### src/rtl/mdq_pkg.sv
package mdq_pkg;

    typedef enum logic [1:0] {
        ST_IDLE   = 2'd0,
        ST_SPEC   = 2'd1,
        ST_DRAIN  = 2'd2,
        ST_COMMIT = 2'd3
    } mdq_state_e;

endpackage

### src/rtl/mdq_fifo.sv
module mdq_fifo #(
    parameter int WIDTH = 8,
    parameter int DEPTH = 16,
    localparam int PTR_W = (DEPTH > 1) ? $clog2(DEPTH) : 1,
    localparam int CNT_W = $clog2(DEPTH + 1)
) (
    input  logic             clk,
    input  logic             rst_n,
    input  logic             flush,
    input  logic             push,
    input  logic [WIDTH-1:0] wdata,
    input  logic             pop,
    output logic [WIDTH-1:0] rdata,
    output logic [CNT_W-1:0] count,
    output logic             full,
    output logic             empty
);

    logic [WIDTH-1:0] mem [DEPTH];
    logic [PTR_W-1:0] rptr, wptr;

    function automatic logic [PTR_W-1:0] bump(input logic [PTR_W-1:0] p);
        return (p == PTR_W'(DEPTH - 1)) ? '0 : p + 1'b1;
    endfunction

    always_ff @(posedge clk) begin
        if (push) begin
            mem[wptr] <= wdata;
        end
    end

    always_ff @(posedge clk) begin
        if (!rst_n || flush) begin
            rptr  <= '0;
            wptr  <= '0;
            count <= '0;
        end else begin
            if (push) wptr <= bump(wptr);
            if (pop)  rptr <= bump(rptr);
            if (push && !pop)      count <= count + 1'b1;
            else if (pop && !push) count <= count - 1'b1;
        end
    end

    assign rdata = mem[rptr];
    assign full  = (count == CNT_W'(DEPTH));
    assign empty = (count == '0);

    p_no_underflow_r8: assert property (@(posedge clk) disable iff (!rst_n)
        pop |-> !empty);

endmodule

### src/rtl/mdq_pending.sv
module mdq_pending #(
    parameter int NREG = 32,
    localparam int REG_W = $clog2(NREG)
) (
    input  logic             clk,
    input  logic             rst_n,
    input  logic             clear_all,
    input  logic             set_en,
    input  logic [REG_W-1:0] set_idx,
    input  logic             clr_a_en,
    input  logic [REG_W-1:0] clr_a_idx,
    input  logic             clr_b_en,
    input  logic [REG_W-1:0] clr_b_idx,
    output logic [NREG-1:0]  pend
);

    for (genvar i = 0; i < NREG; i++) begin : g_reg
        logic bit_q;
        logic hit_set, hit_clr;

        assign hit_set = set_en && (set_idx == REG_W'(i));
        assign hit_clr = (clr_a_en && (clr_a_idx == REG_W'(i))) ||
                         (clr_b_en && (clr_b_idx == REG_W'(i)));

        always_ff @(posedge clk) begin
            if (!rst_n || clear_all) bit_q <= 1'b0;
            else if (hit_set)        bit_q <= 1'b1;
            else if (hit_clr)        bit_q <= 1'b0;
        end

        assign pend[i] = bit_q;
    end

endmodule

### src/rtl/miss_defer_unit.sv
module miss_defer_unit
    import mdq_pkg::*;
#(
    parameter int NREG  = 32,
    parameter int OP_W  = 8,
    parameter int DEPTH = 16,
    parameter int TAG_W = 6,
    localparam int REG_W = $clog2(NREG),
    localparam int CNT_W = $clog2(DEPTH + 1)
) (
    input  logic             clk,
    input  logic             rst_n,
    input  logic             iss_valid,
    input  logic [OP_W-1:0]  iss_op,
    input  logic [REG_W-1:0] iss_src_a,
    input  logic [REG_W-1:0] iss_src_b,
    input  logic [REG_W-1:0] iss_dst,
    input  logic             iss_miss,
    output logic             iss_ready,
    output logic             ahead_go,
    output logic             defer_go,
    input  logic             fill_valid,
    input  logic [REG_W-1:0] fill_reg,
    input  logic             mispec,
    output logic             beh_valid,
    output logic [OP_W-1:0]  beh_op,
    output logic [REG_W-1:0] beh_dst,
    output logic [TAG_W-1:0] beh_tag,
    output logic             redefer,
    output logic             ckpt_save,
    output logic             commit,
    output logic             restore,
    output logic             spec_active
);

    localparam int ENT_W = 1 + TAG_W + OP_W + 3 * REG_W;

    mdq_state_e       state_q, state_n;
    logic [CNT_W-1:0] pass_q, pass_n;
    logic             fill_seen_q, fill_seen_n;
    logic [TAG_W-1:0] tag_q, new_tag;

    logic [NREG-1:0]  pend;
    logic [ENT_W-1:0] head, new_ent, wr_ent;
    logic [CNT_W-1:0] q_count, cnt_after;
    logic             q_full, q_empty, q_push, q_pop;

    logic             h_miss;
    logic [TAG_W-1:0] h_tag;
    logic [OP_W-1:0]  h_op;
    logic [REG_W-1:0] h_a, h_b, h_dst;
    logic             head_ready, in_drain;
    logic             src_busy, dst_busy, need_defer, accept;

    // ---------------- sorting of offered instructions ----------------
    assign src_busy   = pend[iss_src_a] || pend[iss_src_b];
    assign dst_busy   = pend[iss_dst];
    assign need_defer = iss_miss || src_busy;
    assign in_drain   = (state_q == ST_DRAIN);

    assign new_tag = (state_q == ST_IDLE) ? '0 : tag_q;
    assign new_ent = {iss_miss, new_tag, iss_op, iss_src_a, iss_src_b, iss_dst};
    assign {h_miss, h_tag, h_op, h_a, h_b, h_dst} = head;

    assign head_ready = !pend[h_a] && !pend[h_b] && (!h_miss || !pend[h_dst]);

    // ---------------- output process ----------------
    always_comb begin
        iss_ready = 1'b1;
        if (mispec || state_q == ST_COMMIT || dst_busy) iss_ready = 1'b0;
        if (need_defer && (q_full || in_drain))         iss_ready = 1'b0;
        accept      = iss_valid && iss_ready;
        ahead_go    = accept && !need_defer;
        defer_go    = accept && need_defer;
        ckpt_save   = defer_go && (state_q == ST_IDLE);
        restore     = mispec && (state_q != ST_IDLE);
        commit      = (state_q == ST_COMMIT) && !mispec;
        spec_active = (state_q != ST_IDLE);
        beh_valid   = in_drain && !mispec && head_ready;
        redefer     = in_drain && !mispec && !head_ready;
        beh_op      = h_op;
        beh_dst     = h_dst;
        beh_tag     = h_tag;
    end

    assign q_pop     = beh_valid || redefer;
    assign q_push    = defer_go || redefer;
    assign wr_ent    = redefer ? head : new_ent;
    assign cnt_after = q_count - {{(CNT_W-1){1'b0}}, beh_valid};

    // ---------------- next-state logic ----------------
    always_comb begin
        state_n     = state_q;
        pass_n      = pass_q;
        fill_seen_n = fill_seen_q;
        unique case (state_q)
            ST_IDLE: begin
                if (ckpt_save) state_n = ST_SPEC;
            end
            ST_SPEC: begin
                if (restore) begin
                    state_n = ST_IDLE;
                end else if (fill_valid) begin
                    state_n     = ST_DRAIN;
                    pass_n      = q_count + {{(CNT_W-1){1'b0}}, defer_go};
                    fill_seen_n = 1'b0;
                end
            end
            ST_DRAIN: begin
                if (restore) begin
                    state_n = ST_IDLE;
                end else if (pass_q == CNT_W'(1)) begin
                    fill_seen_n = 1'b0;
                    if (cnt_after == '0) begin
                        state_n = ST_COMMIT;
                    end else if (fill_seen_q || fill_valid) begin
                        pass_n = cnt_after;
                    end else begin
                        state_n = ST_SPEC;
                    end
                end else begin
                    pass_n      = pass_q - 1'b1;
                    fill_seen_n = fill_seen_q || fill_valid;
                end
            end
            ST_COMMIT: begin
                state_n = ST_IDLE;
            end
            default: state_n = ST_IDLE;
        endcase
    end

    // ---------------- state register ----------------
    always_ff @(posedge clk) begin
        if (!rst_n) begin
            state_q     <= ST_IDLE;
            pass_q      <= '0;
            fill_seen_q <= 1'b0;
            tag_q       <= '0;
        end else begin
            state_q     <= state_n;
            pass_q      <= pass_n;
            fill_seen_q <= fill_seen_n;
            if (defer_go) tag_q <= new_tag + 1'b1;
        end
    end

    mdq_fifo #(.WIDTH(ENT_W), .DEPTH(DEPTH)) u_queue (
        .clk   (clk),
        .rst_n (rst_n),
        .flush (restore),
        .push  (q_push),
        .wdata (wr_ent),
        .pop   (q_pop),
        .rdata (head),
        .count (q_count),
        .full  (q_full),
        .empty (q_empty)
    );

    mdq_pending #(.NREG(NREG)) u_pend (
        .clk       (clk),
        .rst_n     (rst_n),
        .clear_all (restore),
        .set_en    (defer_go),
        .set_idx   (iss_dst),
        .clr_a_en  (fill_valid),
        .clr_a_idx (fill_reg),
        .clr_b_en  (beh_valid),
        .clr_b_idx (h_dst),
        .pend      (pend)
    );

    // ---------------- assertions ----------------
    p_no_overflow_r6: assert property (@(posedge clk) disable iff (!rst_n)
        (q_push && q_full) |-> q_pop);

    p_ckpt_enter_r2: assert property (@(posedge clk) disable iff (!rst_n)
        (ckpt_save && !mispec) |=> spec_active);

    p_defer_marks_r3: assert property (@(posedge clk) disable iff (!rst_n)
        defer_go |=> pend[$past(iss_dst)]);

    p_hold_dst_r5: assert property (@(posedge clk) disable iff (!rst_n)
        (iss_valid && pend[iss_dst]) |-> !iss_ready);

    p_beh_excl_r8: assert property (@(posedge clk) disable iff (!rst_n)
        $onehot0({beh_valid, redefer}));

    p_drain_no_defer_r9: assert property (@(posedge clk) disable iff (!rst_n)
        in_drain |-> !defer_go);

    p_commit_clean_r10: assert property (@(posedge clk) disable iff (!rst_n)
        commit |-> (q_empty && pend == '0));

    p_restore_clear_r11: assert property (@(posedge clk) disable iff (!rst_n)
        restore |=> (q_empty && pend == '0 && !spec_active));

endmodule

### config.mk
export PLATFORM = sky130hd
export DESIGN_NAME = miss_defer_unit
export DESIGN_NICKNAME = d
export VERILOG_FILES = /design/src/rtl/mdq_pkg.sv /design/src/rtl/mdq_fifo.sv /design/src/rtl/mdq_pending.sv /design/src/rtl/miss_defer_unit.sv
export SDC_FILE = /design/constraint.sdc
export NUM_CORES = 1
export LEC_CHECK = 0
export ABC_AREA = 1
export BUFFER_PORTS_ARGS = -buffer_cell sky130_fd_sc_hd__buf_4
export CAP_MARGIN = 20
export CORE_MARGIN = 2
export CORE_UTILIZATION = 25
export CTS_CLUSTER_SIZE = 30
export DETAILED_ROUTE_END_ITERATION = 16
export PLACE_DENSITY = 0.49
export SYNTH_ARGS = -nofsm -noshare
export SYNTH_HDL_FRONTEND = slang
export SYNTH_SLANG_ARGS = --single-unit
### constraint.sdc
create_clock -name clk -period 3.6 [get_ports clk]
set_clock_uncertainty 0.1 [all_clocks]
set_input_delay 0.54 -clock clk [delete_from_list [all_inputs] [get_ports clk]]
set_output_delay 0.54 -clock clk [all_outputs]
set_load 0.01 [all_outputs]
==> flow_summary_export.csv <==
group,metric,value,unit
cts,clock-sinks,543,
synthesis,async_flop_share,0,%
worst_setup_path,crit_type,"reg2out",
detailed_routing,drtAntennaViolNets,0,
synthesis,syn_nets,2604,
sta,period_share,109,%
worst_setup_path,required,2.96,ns
cts,cts_tree,"yes",
pwr,power.leakage,0.0119,uW
detailed_routing,first_pass_iters,6,
detailed_routing,wl_per_cell,20.2,um
pwr,ir_drop,423,uV
status,status,"finished, violations left",
sta,worst_pin_slew,0.861,ns
cts,clk_path_buf_depth,3,
global_route,grt_max_degree,51,
detailed_routing,vias_per_cell,4.80,
cts,cts_root_buffer,"clkbuf_16",
detailed_routing,first_iter_violations,1980,
sta,slew-limit-headroom,42.4,%
floorplanning,fp.coreArea,100000,um^2
place,hpwl,54300,um
worst_setup_path,crit_fanout,8,
synthesis,yosys.area.top_type,"edfxtp_1",
synthesis,synth_area,25300,um^2
finish,nFillCells,10200,
floorplanning,io_pins,62,
floorplanning,die_w,322,um
sta,hold_violations,0,
sta,fin_crit,3.94,ns
worst_setup_path,worst_setup_path_end_kind,"output pin",
global_route,grt_usage,16.1,%
pwr,p_sw_share,32.3,%
synthesis,synthFlopType,"edfxtp_1",
sta,fin_worst_hold_slack,0.140,ns
synthesis,synthCells,2554,
finish,register_area,15700,um^2
sta,max_freq,254,MHz
floorplanning,dieArea,104000,um^2
global_route,grt_pass1_vias,19300,
worst_setup_path,arrival,3.30,ns
synthesis,synth.top_cells.by_area,"edfxtp_1, nand2_1, nand3_1",
global_route,grt_pass1_wl,126000,um
pwr,power.density,605,nW/um^2
synthesis,synth-edff-count,480,
synthesis,synthTopCellsByCount,"nand2_1, edfxtp_1, nand3_1",
detailed_routing,vias,20200,
finish,drive_gt1_share,20.0,%
finish,area_growth,28.8,%
synthesis,syn_avg_cell_area,9.91,um^2
detailed_routing,wl,85000,um
place,place.gp.congestion,0.949,
sta,finalWorstSetupSlack,-0.340,ns
worst_hold_path,hold_path.class,"in2reg",
cts,ctsHoldBuffers,0,
floorplanning,fp.dieH,322,um
finish,fin_util,32.5,%
floorplanning,rows,116,
pwr,p_switching,6380,uW
place,dp_slack,-0.576,ns
sta,slew_viol_final,0,
synthesis,synth.distinct_cells,46,
finish,nNetsFinal,2858,
sta,fin_tns_setup,-134.49,ns
detailed_routing,drc,0,
synthesis,synth_top_area_share,56.9,%
pwr,seqPwrFrac,37.5,%
floorplanning,start_util,25.2,%
pwr,internal_power,13400,uW
cts,htree_levels,2,
global_route,antenna_found_initial,2,
worst_setup_path,critPathLaunchType,"flip-flop",
cts,cts_inserted_buffers,55,
synthesis,yosysWarnings,0,
finish,multi_input_area,8710,um^2
status,failed_checks,"negative setup slack",
place,port_buffers,61,
flow_run,cap_violations,0,
synthesis,seq_area_frac_synth,61.9,%
sta,setup_viol,877,
synthesis,synth_most_common_cell,"nand2_1",
sta,grt_setup_unrepaired,"true",
global_route,grt.overflow.total,0,
synthesis,ys_seq_elements,543,
pwr,pwr-share-clk,30.3,%
pwr,combPwrFrac,32.2,%
cts,clk_transition_reported_paths,0.06,ns
cts,clk_latency,0.64,ns
[cell families after synthesis]
logic type | share of synthesized area, %
and+or+nand+nor | 19.9
DFF | 61.9
AOI/OAI and AO/OA | 11.0
buffers and inverters | 5.91
adders and majority gates | 0.820
xor gates and xnor gates | 0.519
[cells in the final DEF, fill, tap and decap left out, types with 40 or more instances in the layout]
master	synthesis	routed
nand2_1	537	513
edfxtp_1	480	480
nand3_1	323	290
buf_4	21	241
nor2_1	237	217
o21ai_0	200	191
inv_1	155	151
a21oi_1	126	122
buf_12	0	77
dfxtp_1	63	59
clkbuf_16	0	56
nand4_1	40	40
o221ai_1	40	40
[layer usage]
metal	routed length (um)	vias up	global-route usage (%)
met4	3550	0	6.66
met1	36400	9849	21.5
li1	-	9544	-
met3	5120	163	2.46
met5	0	-	0
met2	39900	651	26.1
[worst max-delay path, cell delays in order, from the launching register on]
cell	delay, ns
dfxtp_4	0.40
buf_12	0.15
buf_12	0.14
buf_8	0.13
buf_4	0.11
buf_4	0.10
nand2_1	0.05
a32o_1	0.22
o211ai_1	0.20
nand2_2	0.14
inv_2	0.08
nand2_1	0.06
nand3b_1	0.12
nand2_4	0.09
nor2_4	0.17
buf_6	0.13
buf_12	0.09
nand2_4	0.04
nand2_4	0.08
inv_8	0.06
buf_6	0.12
[state kept, by name (all words and copies together) (netlist names), named ones only]
| register | count |
|---|---|
| u_queue.mem | 480 |
| u_pend.g.bit_q | 32 |
| tag_q | 6 |
| pass_q | 5 |
| u_queue.count | 5 |
| u_queue.rptr | 4 |
| u_queue.wptr | 4 |
| state_q | 2 |
| fill_seen_q | 1 |
[per-stage QoR]
step	area (um^2)	power, uW	std cells
6_report	32600	19700	4213
5_1_grt	32600	20700	4211
4_1_cts	32300	19600	4204
3_5_place_dp	29500	12800	4067
3_3_place_gp	29500	12800	4067
2_1_floorplan	25300	10600	2554
[path summary, 6_finish.rpt]
check	to	start	cells past startpoint	slack, ns
worst max-delay path	redefer	flip-flop	20	-0.34
worst min-delay path	pass_q[0]	rst_n	3	0.14
worst max register to register	pass_q[0]	flip-flop	31	-0.30
worst min register to register	fill_seen_q	fill_seen_q	2	0.36
[repair_timing]
| action | CTS | global route |
|---|---|---|
| gates cloned | 9 | 1 |
| pin swaps | 47 | 38 |
| buffers inserted | 25 | 7 |
| setup endpoints to repair | 974 | 981 |
| resized for setup | 122 | 46 |
[final cells by class]
| cell class | instances | area share [%] |
|---|---|---|
| well taps | 1357 | 5.21 |
| diodes | 2 | 0.0153 |
| clock inverters | 36 | 1.42 |
| clock buffers | 67 | 4.36 |
| repair buffers | 354 | 12.1 |
| inverters | 171 | 2.08 |
| flip-flops and latches | 543 | 48.1 |
| multi-input cells | 1683 | 26.7 |
[power by group through the flow]
stage	logic, uW	clock network, uW	registers, uW
after detailed placement	5290	0	7530
after floorplan	3060	0	7500
final	6370	5980	7400
after global placement	5320	0	7530
after global routing	6890	6350	7410
after CTS	6120	6120	7400
No activity file was read; power rests on OpenSTA's default activity.
